<file path="src/rtl/tlb_perm_pkg.sv">
package tlb_perm_pkg;

    typedef enum logic [1:0] {
        ACC_READ  = 2'd0,
        ACC_WRITE = 2'd1,
        ACC_EXEC  = 2'd2,
        ACC_RSVD  = 2'd3
    } acc_kind_e;

    typedef enum logic [2:0] {
        CAUSE_NONE  = 3'd0,
        CAUSE_ASID  = 3'd1,
        CAUSE_KERN  = 3'd2,
        CAUSE_WRITE = 3'd3,
        CAUSE_EXEC  = 3'd4,
        CAUSE_VALID = 3'd5
    } cause_e;

    // number of checks, in priority order (index 0 wins)
    localparam int NUM_CHECKS = 5;

    typedef struct packed {
        logic glob;
        logic kern;
        logic wr;
        logic ex;
        logic vld;
    } ent_flags_t;

    typedef struct packed {
        logic kern_en;
        logic wr_en;
        logic ex_en;
        logic vld_en;
    } prot_en_t;

    // priority slot -> cause
    function automatic cause_e cause_at(input int idx);
        case (idx)
            0:       return CAUSE_ASID;
            1:       return CAUSE_KERN;
            2:       return CAUSE_WRITE;
            3:       return CAUSE_EXEC;
            4:       return CAUSE_VALID;
            default: return CAUSE_NONE;
        endcase
    endfunction

    // cause -> offset from the vector base
    function automatic logic [1:0] cause_offset(input cause_e c);
        case (c)
            CAUSE_KERN:  return 2'd2;
            CAUSE_WRITE: return 2'd3;
            CAUSE_EXEC:  return 2'd3;
            CAUSE_VALID: return 2'd1;
            default:     return 2'd0;
        endcase
    endfunction

endpackage

</file>
<file path="src/rtl/tlb_xlate_gate.sv">
module tlb_xlate_gate #(
    parameter int GCFG_W = 32,
    parameter int EN_LO  = 2,
    parameter int EN_HI  = 3,
    parameter int SEG_W  = 4,
    localparam int NSEG  = 1 << SEG_W,
    localparam int EN_N  = EN_HI - EN_LO + 1
) (
    input  logic [GCFG_W-1:0] gcfg,
    input  logic [NSEG-1:0]   segcfg,
    input  logic [SEG_W-1:0]  seg,
    output logic              bypass
);
    logic [EN_N-1:0] en_bits;
    logic            xlate_on;
    logic            seg_flat;

    for (genvar g = 0; g < EN_N; g++) begin : g_en
        assign en_bits[g] = gcfg[EN_LO + g];
    end

    assign xlate_on = |en_bits;
    assign seg_flat = segcfg[seg];
    assign bypass   = ~xlate_on | seg_flat;
endmodule

</file>
<file path="src/rtl/tlb_fault_prio.sv">
module tlb_fault_prio
    import tlb_perm_pkg::*;
#(
    parameter int ASID_W = 8,
    parameter int PID_W  = 32,
    parameter int VEC_W  = 8
) (
    input  acc_kind_e         acc,
    input  ent_flags_t        flags,
    input  prot_en_t          prot,
    input  logic [ASID_W-1:0] ent_asid,
    input  logic [PID_W-1:0]  cur_pid,
    input  logic              user_mode,
    input  logic [VEC_W-1:0]  vec_base,
    output logic              any_fail,
    output cause_e            cause,
    output logic [VEC_W-1:0]  vec
);
    logic [NUM_CHECKS-1:0] fail;
    logic [NUM_CHECKS-1:0] first;

    assign fail[0] = ~flags.glob & (ent_asid != cur_pid[ASID_W-1:0]);
    assign fail[1] = prot.kern_en & flags.kern & user_mode;
    assign fail[2] = (acc == ACC_WRITE) & prot.wr_en & ~flags.wr;
    assign fail[3] = (acc == ACC_EXEC) & prot.ex_en & ~flags.ex;
    assign fail[4] = prot.vld_en & ~flags.vld;

    // one-hot of the first failing slot
    for (genvar i = 0; i < NUM_CHECKS; i++) begin : g_first
        if (i == 0) begin : g_top
            assign first[i] = fail[i];
        end else begin : g_rest
            assign first[i] = fail[i] & ~(|fail[i-1:0]);
        end
    end

    always_comb begin
        cause = CAUSE_NONE;
        for (int i = 0; i < NUM_CHECKS; i++) begin
            if (first[i]) cause = cause_at(i);
        end
    end

    assign any_fail = |fail;
    assign vec      = vec_base + {{(VEC_W-2){1'b0}}, cause_offset(cause)};
endmodule

</file>
<file path="src/rtl/tlb_fault_track.sv">
module tlb_fault_track (
    input  logic clk,
    input  logic rst,
    input  logic fault_in,
    input  logic ack,
    output logic report,
    output logic recur,
    output logic pending,
    output logic fatal
);
    logic pending_q;
    logic fatal_q;

    assign recur  = fault_in & pending_q & ~ack;
    assign report = fault_in & ~recur;

    always_ff @(posedge clk) begin
        if (rst) begin
            pending_q <= 1'b0;
            fatal_q   <= 1'b0;
        end else begin
            pending_q <= report | (pending_q & ~ack);
            fatal_q   <= fatal_q | recur;
        end
    end

    assign pending = pending_q;
    assign fatal   = fatal_q;
endmodule

</file>
<file path="src/rtl/tlb_perm_check.sv">
module tlb_perm_check
    import tlb_perm_pkg::*;
#(
    parameter int ASID_W = 8,
    parameter int PID_W  = 32,
    parameter int VEC_W  = 8,
    parameter int GCFG_W = 32,
    parameter int SEG_W  = 4,
    localparam int NSEG  = 1 << SEG_W
) (
    input  logic              clk,
    input  logic              rst,
    input  logic              req_valid,
    input  logic [1:0]        acc_type,
    input  logic [SEG_W-1:0]  seg,
    input  logic [ASID_W-1:0] ent_asid,
    input  logic              ent_global,
    input  logic              ent_kern,
    input  logic              ent_wr,
    input  logic              ent_exec,
    input  logic              ent_valid,
    input  logic [PID_W-1:0]  cur_pid,
    input  logic              user_mode,
    input  logic              en_kern,
    input  logic              en_write,
    input  logic              en_exec,
    input  logic              en_valid,
    input  logic [GCFG_W-1:0] gcfg,
    input  logic [NSEG-1:0]   segcfg,
    input  logic [VEC_W-1:0]  vec_base,
    input  logic              fault_ack,
    output logic              rsp_valid,
    output logic              rsp_permit,
    output logic              rsp_fault,
    output logic [VEC_W-1:0]  rsp_vec,
    output logic              rsp_bypass,
    output logic              fault_pending,
    output logic              fatal_err
);
    acc_kind_e        acc;
    ent_flags_t       flags;
    prot_en_t         prot;
    logic             bypass;
    logic             any_fail;
    cause_e           cause;
    logic [VEC_W-1:0] vec;
    logic             raw_fault;
    logic             report;
    logic             recur;

    assign acc   = acc_kind_e'(acc_type);
    assign flags = '{glob: ent_global, kern: ent_kern, wr: ent_wr,
                     ex: ent_exec, vld: ent_valid};
    assign prot  = '{kern_en: en_kern, wr_en: en_write,
                     ex_en: en_exec, vld_en: en_valid};

    tlb_xlate_gate #(
        .GCFG_W (GCFG_W),
        .EN_LO  (2),
        .EN_HI  (3),
        .SEG_W  (SEG_W)
    ) i_gate (
        .gcfg   (gcfg),
        .segcfg (segcfg),
        .seg    (seg),
        .bypass (bypass)
    );

    tlb_fault_prio #(
        .ASID_W (ASID_W),
        .PID_W  (PID_W),
        .VEC_W  (VEC_W)
    ) i_prio (
        .acc       (acc),
        .flags     (flags),
        .prot      (prot),
        .ent_asid  (ent_asid),
        .cur_pid   (cur_pid),
        .user_mode (user_mode),
        .vec_base  (vec_base),
        .any_fail  (any_fail),
        .cause     (cause),
        .vec       (vec)
    );

    assign raw_fault = req_valid & ~bypass & any_fail;

    tlb_fault_track i_track (
        .clk      (clk),
        .rst      (rst),
        .fault_in (raw_fault),
        .ack      (fault_ack),
        .report   (report),
        .recur    (recur),
        .pending  (fault_pending),
        .fatal    (fatal_err)
    );

    always_ff @(posedge clk) begin
        if (rst) begin
            rsp_valid  <= 1'b0;
            rsp_permit <= 1'b0;
            rsp_fault  <= 1'b0;
            rsp_vec    <= '0;
            rsp_bypass <= 1'b0;
        end else begin
            rsp_valid  <= req_valid;
            rsp_permit <= req_valid & (bypass | ~any_fail);
            rsp_fault  <= report;
            rsp_vec    <= report ? vec : '0;
            rsp_bypass <= req_valid & bypass;
        end
    end
endmodule

</file>
<file path="config.mk">
export PLATFORM = sky130hd
export DESIGN_NAME = tlb_perm_check
export DESIGN_NICKNAME = d
export VERILOG_FILES = /design/src/rtl/tlb_perm_pkg.sv /design/src/rtl/tlb_xlate_gate.sv /design/src/rtl/tlb_fault_prio.sv /design/src/rtl/tlb_fault_track.sv /design/src/rtl/tlb_perm_check.sv
export SDC_FILE = /design/constraint.sdc
export NUM_CORES = 1
export LEC_CHECK = 0
export ABC_AREA = 1
export BUFFER_PORTS_ARGS = -buffer_cell sky130_fd_sc_hd__buf_2
export CAP_MARGIN = 0
export CORE_AREA = 5 5 83 54
export DETAILED_ROUTE_END_ITERATION = 8
export DIE_AREA = 0 0 88 59
export HOLD_SLACK_MARGIN = 0.12
export PLACE_DENSITY = 0.76
export SETUP_SLACK_MARGIN = 0.1
export SYNTH_ARGS = -nofsm -noshare
export SYNTH_HDL_FRONTEND = slang
export SYNTH_SLANG_ARGS = --single-unit
</file>
<file path="constraint.sdc">
create_clock -name clk -period 2 [get_ports clk]
set_input_delay 0.2 -clock clk [delete_from_list [all_inputs] [get_ports clk]]
set_output_delay 0.2 -clock clk [all_outputs]
set_load 0.03 [all_outputs]
</file>
==> metrics.md <==
| Metric | Value |
|---|---|
| Maximum vdd ir drop | 0.372 mV |
| Hold_buf cts | 0 |
| Top cell type's share of synthesized area | 0.276 |
| Net Sw Frac | 0.282 |
| Seq/Total Area, Yosys | 0.276 |
| WL final | 2.62 mm |
| Sink Count | 14 |
| CTS tree | done |
| Final Wtd Congestion | 0.743 |
| GRT met2 Usage | 0.165 |
| Clk_lat worst skew | 240 ps |
| Pint | 573 µW |
| Area of the mapped netlist | 0.00102 mm² |
| CP Max Fanout | 2 |
| Cells taking the most area after synthesis | dfxtp_1 28%, nand2_1 14%, inv_1 11% |
| First DRT Iteration DRCs | 16 |
| First-pass GRT wire length | 3.99 mm |
| Worst Setup End Kind | register |
| Status | finished clean |
| Met3 usage | 0.0306 |
| Worst path required time | 2140 ps |
| Avg WL per Cell | 9.34 µm |
| Vias per cell | 3.96 |
| Pwr dens | 509 mW/mm² |
| Layout cells sized above 1 | 0.470 |
| Pre-antenna DRT Iters | 4 |
| Post-synth EDFFs | 0 |
| Vias in the first global route | 1018 |
| Synthesized Nets | 273 |
| Synth Area per Inst | 6.60 µm² |
| Min Clock Period, post-route | 1850 ps |
| FP Rows | 17 |
| Flop pwr share | 0.366 |
| Highest Clock Rate | approximately 540 MHz |
| Slew margin rel. | 0.736 |
| Unrepaired setup endpoints after global routing | yes |
| Ys Warns | 0 |
| Netlist cell types | 24 |
| Ant diodes | 0 |
| Final Instance Area | approximately 0.0016 mm² |
| Max Root-Sink Buffers | 2 |
| Static leakage | 0.902 nW |
| Clock share of power | 0.343 |
| Top FF cell, synth | dfxtp_1 |
| Root buf cell | clkbuf_8 |
| Setup TNS | 0 ps |
| Die X | about 90 µm |
| DRC viols | 0 |
| Post-Syn Instances | about 150 |
| Psw | 225 µW |
| Gr busiest metal | met2 |
| Combinational fraction of design power | 0.291 |
| Largest net degree at the start of global routing | 10 |
| Total GRT Usage | 0.0964 |
| Antenna-violating nets left | 0 |
| Dpl hpwl | about 2.3 mm |
| Antenna violations before repair | 0 |
| Final hold vios | 0 |
| Largest area contributor in the netlist | dfxtp_1 |
| CTS Buf Count | 3 |
| Yosys reg bits | 14 |
| Period utilization | 0.925 |
| Worst Path Arrival | around 2000 ps |
| Slew Limit Fails | 0 |
| Dpl cell area | 0.00145 mm² |
| Grt ovf | 0 |
| Total number of vias | 1113 |
| Nets | 354 |
| CP Launch Type | primary input |
| Die area | 0.00519 mm² |
| Layout Skew | 0.469 ps |
| Synth-to-Final Area Change | 54.4% |
| Most frequent cell after synthesis | nand2_1 |
| Tot Pwr | 799 µW |
| Met1 Use GR | 0.120 |
| H-tree levels | 1 |
| Clock Pin Slew Worst Setup and Hold Paths | 60 ps |
| Io pins | 130 |
| FFs w/ async S/R, synth | 0 |
| Area of the core | 0.00359 mm² |
| WHS | between 100 and 150 ps |
| Worst hold path type | in2reg |
| Top cells by count, synth | 39 x nand2_1, 31 x inv_1, 15 x nand3_1, 14 x dfxtp_1, 11 x nor2_1 |
| Port Buf Inserts | 75 |
| Slew @ Worst Pin | between 300 and 400 ps |
| Max_cap viols | 0 |
| Initial Utilization | 0.283 |
| Critical setup path kind | in2reg |
| Final Setup Violations | 0 |
| Height of the die | 59 µm |
layer usage:
| metal | part of all wire | wire, µm | vias up |
|---|---|---|---|
| li1 | - | - | 620 |
| met1 | 0.43 | 1140 | 458 |
| met2 | 0.47 | 1240 | 33 |
| met3 | 0.088 | 232 | 2 |
| met4 | 0.0072 | 19 | 0 |
| met5 | 0 | 0 | - |
critical path, stage by stage:
cell and delay [ps]:
buf_6 90, xnor2_1 150, nand3_1 80, nor2_1 100, nand2_1 70, nand2_2 70
nand2_1 50, a31oi_1 160, ha_2 210, inv_2 40, fa_2 360, nor2_4 110
nand3_1 90, xor2_1 160, nor2_2 50
cells by family (layout without fill, tap and decap cells):
family / Yosys count / after routing / share of synthesized area
AO/OA/AOI/OAI: 6 / 6 / 0.0308
XOR/XNOR: 11 / 11 / 0.0948
adder cells (fa/ha/maj): 3 / 3 / 0.0443
buffers and inverters: 33 / 113 / 0.137
flip-flops: 14 / 14 / 0.276
AND/OR/NAND/NOR: 87 / 87 / 0.417
power groups by stage:
| stage | Clock [mW] | Sequential (mW) | Combinational [mW] |
|---|---|---|---|
| after floorplan | 0 | 0.321 | 0.107 |
| after global placement | 0 | 0.298 | 0.217 |
| after detailed placement | 0 | 0.298 | 0.222 |
| after CTS | 0.286 | 0.292 | 0.224 |
| after global routing | 0.303 | 0.293 | 0.260 |
| final | 0.274 | 0.292 | 0.233 |
area by class of cell:
cell class / instances / area (µm²)
clock buffers: 4 / 55.1
fillers: 370 / 2030
inverters: 32 / 128
multi-input cells: 107 / 632
flip-flops and latches: 14 / 280
well taps: 47 / 58.8
repair buffers: 77 / 415
registers in the layout, summed over array words and instances (netlist names):
name             cells
i_track.pending      1
rsp_bypass           1
rsp_valid            1
rsp_vec              8
rsp_permit           1
i_track.fatal        1
rsp_fault            1
path summary, 6_finish.rpt:
check	from	to	slack [ps]	cells after the start
setup reg to reg	i_track.pending	rsp_vec[4]	1050	5
setup / recovery	cur_pid[5]	rsp_vec[6]	150	15
hold reg to reg	i_track.fatal	i_track.fatal	450	2
hold / removal	rst	i_track.fatal	140	2
repair_timing:
item / 4_1_cts / 5_1_grt
setup endpoints to repair: 1 / 3
gates resized for setup: 1 / 11
setup buffers: 0 / 1
pin swaps: 1 / 4
through the flow:
step                      utilization  setup WS, ps  std cells
after global routing            0.436          7.78        281
after detailed placement        0.404          -195        276
after floorplan                     -           113        154
after global placement          0.404          -169        276
final                           0.436           151        281
after CTS                       0.421           106        280
placed cells by master (no fill, tap or decap), drive strengths merged:
cell type | netlist | final
a21oi | 2 | 2
a31oi | 1 | 1
and2 | 1 | 1
buf | 1 | 77
clkbuf | 0 | 4
dfxtp | 14 | 14
fa | 1 | 1
ha | 2 | 2
inv | 32 | 32
nand2 | 42 | 42
nand3 | 16 | 16
nand4 | 3 | 3
nor2 | 22 | 22
o21ai | 3 | 3
or2 | 3 | 3
xnor2 | 6 | 6
xor2 | 5 | 5
Power figures use the tool's default switching activity.
